<file path="config.mk">
export PLATFORM = sky130hd
export DESIGN_NAME = mwm_master_mapper
export DESIGN_NICKNAME = d
export VERILOG_FILES = /design/src/rtl/mwm_pkg.sv /design/src/rtl/mwm_window_decode.sv /design/src/rtl/mwm_addr_form.sv /design/src/rtl/mwm_master_mapper.sv
export SDC_FILE = /design/constraint.sdc
export NUM_CORES = 1
export LEC_CHECK = 0
export BUFFER_PORTS_ARGS = -buffer_cell sky130_fd_sc_hd__buf_2
export CORE_UTILIZATION = 50
export CTS_BUF_LIST = sky130_fd_sc_hd__clkbuf_8
export DETAILED_ROUTE_END_ITERATION = 8
export PLACE_DENSITY = 0.82
export RECOVER_POWER = 50
export SETUP_SLACK_MARGIN = 0.5
export SLEW_MARGIN = 5
export SYNTH_ARGS = -nofsm -noshare
export SYNTH_HDL_FRONTEND = slang
export SYNTH_HIERARCHICAL = 1
export SYNTH_SLANG_ARGS = --single-unit
</file>
<file path="constraint.sdc">
create_clock -name clk -period 2 [get_ports clk]
set_input_delay 0 -clock clk [delete_from_list [all_inputs] [get_ports clk]]
set_output_delay 0 -clock clk [all_outputs]
set_load 0.03 [all_outputs]
</file>
<file path="src/rtl/mwm_pkg.sv">
// Shared types and constants for the master address window mapper.
package mwm_pkg;

    // Space/width code carried on out_space.
    typedef enum logic [1:0] {
        SPC_A32D32 = 2'd0,
        SPC_A24D16 = 2'd1,
        SPC_A24D32 = 2'd2,
        SPC_A16D16 = 2'd3
    } space_e;

    // Upper three modifier bits per address space; bit 2 is the privilege bit.
    localparam logic [2:0] AM_TOP_A16 = 3'b101;
    localparam logic [2:0] AM_TOP_A24 = 3'b111;
    localparam logic [2:0] AM_TOP_A32 = 3'b001;
    localparam logic [1:0] AM_LOW_DATA = 2'b01;

endpackage

</file>
<file path="src/rtl/mwm_window_decode.sv">
// Window decoder: classifies a CPU address into a bus space.
// Assumes the short window occupies the top 2**SHORT_W bytes.
// Assumes the standard windows form an aligned pair of 2**STD_W-byte blocks
// whose base page is chosen by the relocation bit.
// Purely combinational.
module mwm_window_decode
    import mwm_pkg::*;
#(
    parameter int ADDR_W = 32,
    parameter int SHORT_W = 16,
    parameter int STD_W = 24,
    parameter logic [ADDR_W-STD_W-1:0] STD_HIGH_PAGE = 8'hF8,
    parameter logic [ADDR_W-STD_W-1:0] STD_LOW_PAGE = 8'h00
) (
    input  logic [ADDR_W-1:0] addr,
    input  logic              a16_off,
    input  logic              a24_off,
    input  logic              a24_low,
    output space_e            space
);
    localparam int SHORT_TAG_W = ADDR_W - SHORT_W;
    localparam int PAIR_TAG_W = ADDR_W - STD_W - 1;

    logic [PAIR_TAG_W-1:0] pair_tag;
    logic                  short_hit;
    logic                  pair_hit;

    // Select which page pair the standard windows occupy.
    always_comb begin
        pair_tag = a24_low ? STD_LOW_PAGE[ADDR_W-STD_W-1:1]
                           : STD_HIGH_PAGE[ADDR_W-STD_W-1:1];
    end

    // Window hits, each gated by its disable bit.
    always_comb begin
        short_hit = !a16_off && (addr[ADDR_W-1:SHORT_W] == {SHORT_TAG_W{1'b1}});
        pair_hit  = !a24_off && (addr[ADDR_W-1:STD_W+1] == pair_tag);
    end

    // Resolve the space; the lower block of the pair is the 16-bit data window.
    always_comb begin
        if (short_hit) begin
            space = SPC_A16D16;
        end else if (pair_hit) begin
            space = addr[STD_W] ? SPC_A24D32 : SPC_A24D16;
        end else begin
            space = SPC_A32D32;
        end
    end

endmodule

</file>
<file path="src/rtl/mwm_addr_form.sv">
// Address and modifier former: drives the upper bits that a narrow space
// does not use as ones, and builds the modifier from space and privilege.
// Purely combinational.
module mwm_addr_form
    import mwm_pkg::*;
#(
    parameter int ADDR_W = 32,
    parameter int SHORT_W = 16,
    parameter int STD_W = 24,
    parameter int AM_W = 6
) (
    input  space_e            space,
    input  logic [ADDR_W-1:0] addr,
    input  logic              super_acc,
    output logic [ADDR_W-1:0] bus_addr,
    output logic [AM_W-1:0]   am
);
    logic is_short;
    logic is_std;

    // Space class flags.
    always_comb begin
        is_short = (space == SPC_A16D16);
        is_std   = (space == SPC_A24D16) || (space == SPC_A24D32);
    end

    // Per-bit forcing: bits above the space's width are driven as ones.
    for (genvar i = 0; i < ADDR_W; i++) begin : g_bit
        if (i >= STD_W) begin : g_above_std
            assign bus_addr[i] = addr[i] | is_short | is_std;
        end else if (i >= SHORT_W) begin : g_above_short
            assign bus_addr[i] = addr[i] | is_short;
        end else begin : g_pass
            assign bus_addr[i] = addr[i];
        end
    end

    // Modifier: space bits, privilege bit, data-access bits.
    always_comb begin
        unique case (space)
            SPC_A16D16: am = {AM_TOP_A16, super_acc, AM_LOW_DATA};
            SPC_A24D16,
            SPC_A24D32: am = {AM_TOP_A24, super_acc, AM_LOW_DATA};
            default:    am = {AM_TOP_A32, super_acc, AM_LOW_DATA};
        endcase
    end

endmodule

</file>
<file path="src/rtl/mwm_master_mapper.sv">
// Master address window mapper top.
// Decodes each valid request into space, bus address and modifier.
// Registers the result with one cycle of latency.
// Assumes the control bits are stable while a request is presented.
// Synchronous active-low reset.
module mwm_master_mapper
    import mwm_pkg::*;
#(
    parameter int ADDR_W = 32,
    parameter int SHORT_W = 16,
    parameter int STD_W = 24,
    parameter int AM_W = 6
) (
    input  logic              clk,
    input  logic              rst_n,
    input  logic              req_valid,
    input  logic [ADDR_W-1:0] req_addr,
    input  logic              req_super,
    input  logic              ctl_a16_off,
    input  logic              ctl_a24_off,
    input  logic              ctl_a24_low,
    output logic              out_valid,
    output logic [1:0]        out_space,
    output logic [ADDR_W-1:0] out_addr,
    output logic [AM_W-1:0]   out_am
);
    space_e            dec_space;
    logic [ADDR_W-1:0] dec_addr;
    logic [AM_W-1:0]   dec_am;

    mwm_window_decode #(
        .ADDR_W (ADDR_W),
        .SHORT_W(SHORT_W),
        .STD_W  (STD_W)
    ) u_decode (
        .addr   (req_addr),
        .a16_off(ctl_a16_off),
        .a24_off(ctl_a24_off),
        .a24_low(ctl_a24_low),
        .space  (dec_space)
    );

    mwm_addr_form #(
        .ADDR_W (ADDR_W),
        .SHORT_W(SHORT_W),
        .STD_W  (STD_W),
        .AM_W   (AM_W)
    ) u_form (
        .space    (dec_space),
        .addr     (req_addr),
        .super_acc(req_super),
        .bus_addr (dec_addr),
        .am       (dec_am)
    );

    // Valid strobe follows the request by one cycle.
    always_ff @(posedge clk) begin
        if (!rst_n) begin
            out_valid <= 1'b0;
        end else begin
            out_valid <= req_valid;
        end
    end

    // Result registers load only when a request is present.
    always_ff @(posedge clk) begin
        if (!rst_n) begin
            out_space <= '0;
            out_addr  <= '0;
            out_am    <= '0;
        end else if (req_valid) begin
            out_space <= dec_space;
            out_addr  <= dec_addr;
            out_am    <= dec_am;
        end
    end

endmodule

</file>
==> metrics.yaml <==
drt:
  postRouteWirelength_um: 3920
  antenna_left: 0
  drt_iter0_drc: 37
  post_drt_wl_per_cell_um: 12.5
  drc: 0
  dr.pass1.iters: 3
  num_vias: 1492
  vias_per_cell: 4.75
synth:
  synthCells: 189
  yosys.area_share.simple: 0.216
  synth_edf_count: 0
  synth.area.top_cells: "dfxtp_1 (41%), mux2i_1 (20%), nor2b_1 (13%)"
  synth_xor_area_frac: 0
  ys.flop_type: "dfxtp_1"
  synth_top_area_cell: "dfxtp_1"
  synthAdderAreaFrac: 0.0125
  synth_top_family_by_area: "simple AND/OR/NAND/NOR gates"
  synth_warnings: 6
  synth-compound-area-share: 0.0169
  seq_area_frac_synth: 0.410
  synth_common_cells: "dfxtp_1 (41), mux2i_1 (40), nor2b_1 (40), buf_4 (20), or2_2 (8)"
  synth_area_mm2: 0.00200
  async_reset_ff_frac: 0
  ys_ff_latch: 41
  syn_avg_cell_area_um2: 10.6
  synth_most_common_cell: "dfxtp_1"
  synth_mux_area_frac: 0.200
  synth_top_area_frac: 0.410
  synth.distinct_cells: 25
place:
  dpl_worst_slack_ps: 106
  dp.cells: 288
  portBuffers: 79
  dp_hpwl_um: 2570
  post_dp_cell_area_mm2: 0.00225
  gp_congestion: 0.703
global_route:
  grt_max_degree: 42
  grt_pass1_wl_um: 6430
  antenna_found_initial: 0
  grt_pass1_vias: 1418
  gr-total-overflow: 0
  grt_use_total: 0.198
timing:
  setup_slack_ps: 468
  fin_setup_tns_ps: 0
  fin_crit_ps: 1530
  rsz0062_at_grt: "yes"
  slew_viol_final: 0
  skew_ps: 0
  hold_viol_final: 0
  fmax_ghz: 0.653
  worst_pin_slew_ps: 1160
  fin_crit_sh: 0.766
  setup_viol: 0
  slew_headroom: 0.227
power_and_ir_drop:
  p_sw_uw: 475
  peakVddDrop_v: 0.000400
  comb_power_share: 0.189
  power.density_mw_per_mm2: 712
  cellInternalPower_mw: 1.32
  seq_power_share: 0.491
  total_power_mw: 1.80
  leakage_nw: 1.19
  clkPwrFrac: 0.320
  swShare: 0.265
clock_tree:
  cts_tree: "yes"
  ctsHtreeMaxLevel: 2
  numCtsBuffers: 5
  clock_sinks: 41
  clk_latency_ps: 280
  root_buffer: "clkbuf_8"
  clkTransAtPathRegs_ps: 70
  cts_buffer_depth: 2
worst_setup_path:
  setup.worst_path.start_class: "input pin"
  cp.required_ps: 2180
  regToRegSetupSlack_ps: 1360
  r2r_start: "out_addr[16]$_SDFFE_PN0P_"
  r2r_end: "out_addr[16]$_SDFFE_PN0P_"
  crit_fanout: 9
  ff2ff_path_depth: 2
  cp.arrival_ps: 1710
  path_class: "in2reg"
  endpoint_kind: "flip-flop"
die:
  die_w_um: 65.3
  rows: 22
  io_pins: 80
  coreArea_mm2: 0.00374
  die_y_um: 65.3
  initial_core_util: 0.535
  dieArea_mm2: 0.00426
final_layout:
  final_area_mm2: 0.00252
  final_nets: 306
  fillers: 318
  drive_gt1_frac: 0.331
  antenna_cells: 0
  finalNonFillerCells: 314
  syn2layout_area_growth_pct: 26.1
min_path:
  hold_depth: 4
  hold_path_class: "in2reg"
  holdPathEnd: "out_addr[19]$_SDFFE_PN0P_"
  hold_start: "req_addr[19]"
job:
  maxCapViolCount: 0
outcome:
  status: "completed"
[power groups by stage]
stage / Combinational (mW) / Sequential (mW) / Clock (mW)
6_report: 0.340 / 0.882 / 0.576
4_1_cts: 0.347 / 0.881 / 0.601
3_5_place_dp: 0.318 / 0.899 / 0
5_1_grt: 0.366 / 0.887 / 0.639
2_1_floorplan: 0.168 / 0.987 / 0
3_3_place_gp: 0.314 / 0.898 / 0
[cell usage in the layout (no fill, tap or decap)]
cell,netlist,routed
buf_12,4,1
o21ai_1,0,1
clkinv_2,0,1
or2_2,8,8
clkbuf_8,0,7
ha_2,0,1
buf_4,20,1
a31oi_2,0,1
mux2i_1,40,40
nand4b_1,1,1
or3_4,0,4
o22ai_2,0,1
nor3_2,0,1
dlygate4sd3_1,0,17
and2_1,1,1
and4_1,3,2
or3_1,4,4
and4_4,0,1
o32ai_2,1,1
ha_4,0,1
nand4_1,1,1
dfxtp_1,41,41
clkbuf_1,4,21
nand2_1,1,1
inv_1,4,4
nor2b_1,40,40
nor4b_4,0,1
nand3_1,1,1
buf_2,0,58
conb_1,2,3
[through the flow]
stage	hold WS, ps	util
2_1_floorplan	128	-
3_3_place_gp	259	0.602
3_5_place_dp	264	0.602
4_1_cts	68.3	0.681
5_1_grt	90.3	0.674
6_report	76.4	0.674
[how the worst max path moves through the flow]
stage / startpoint / to / slack, ps / cells after the start
floorplan: req_addr[29] / out_addr[28]$_SDFFE_PN0P_ / 400 / 8
global placement: req_addr[31] / out_addr[30]$_SDFFE_PN0P_ / 160 / 9
detailed placement: req_addr[29] / out_addr[31]$_SDFFE_PN0P_ / 110 / 9
CTS: req_addr[31] / out_addr[28]$_SDFFE_PN0P_ / 500 / 9
global route: req_addr[29] / out_addr[26]$_SDFFE_PN0P_ / 380 / 9
finish: req_addr[25] / out_addr[28]$_SDFFE_PN0P_ / 470 / 9
[layout make-up]
class / count / area (um^2) / share of cell area
Clock buffer: 7 / 96.3 / 0.0382
Clock inverter: 1 / 5.00 / 0.00198
Inverter: 4 / 15.0 / 0.00595
Multi-Input combinational cell: 115 / 961 / 0.381
Sequential cell: 41 / 821 / 0.325
Tap cell: 48 / 60.1 / 0.0238
Timing Repair Buffer: 98 / 567 / 0.224
[timing repair]
action	CTS	global route
buffers inserted	1	0
setup endpoints to repair	8	15
pin swaps	2	0
resized for setup	5	0
hold buffers	17	0
hold endpoints to repair	17	0
[layer usage]
metal | up-vias | track usage | part of all wire
met2 | 52 | 0.354 | 0.50
li1 | 755 | - | -
met5 | - | 0 | 0
met1 | 679 | 0.228 | 0.44
met4 | 0 | 0.0489 | 0.0084
met3 | 6 | 0.0590 | 0.053
[sequential cells by signal (all words and copies together), names as in the netlist]
| name | flops |
|---|---|
| out_addr | 32 |
| out_am | 6 |
| out_space | 2 |
| out_valid | 1 |
[worst max-delay path, stage by stage]
cell and delay [ps]:
buf_2 120, nor3_2 240, nand2_1 100, o32ai_2 320, inv_1 120, ha_4 280, or3_4 330, mux2i_1 140
nor2b_1 60
[logic make-up after synthesis]
family          count (synthesis)
compound gates                  4
buf+inv                        34
simple gates                   66
flops                          41
mux                            40
fa+ha+maj                       2
other cells                     2
No activity file was read; power rests on OpenSTA's default activity.
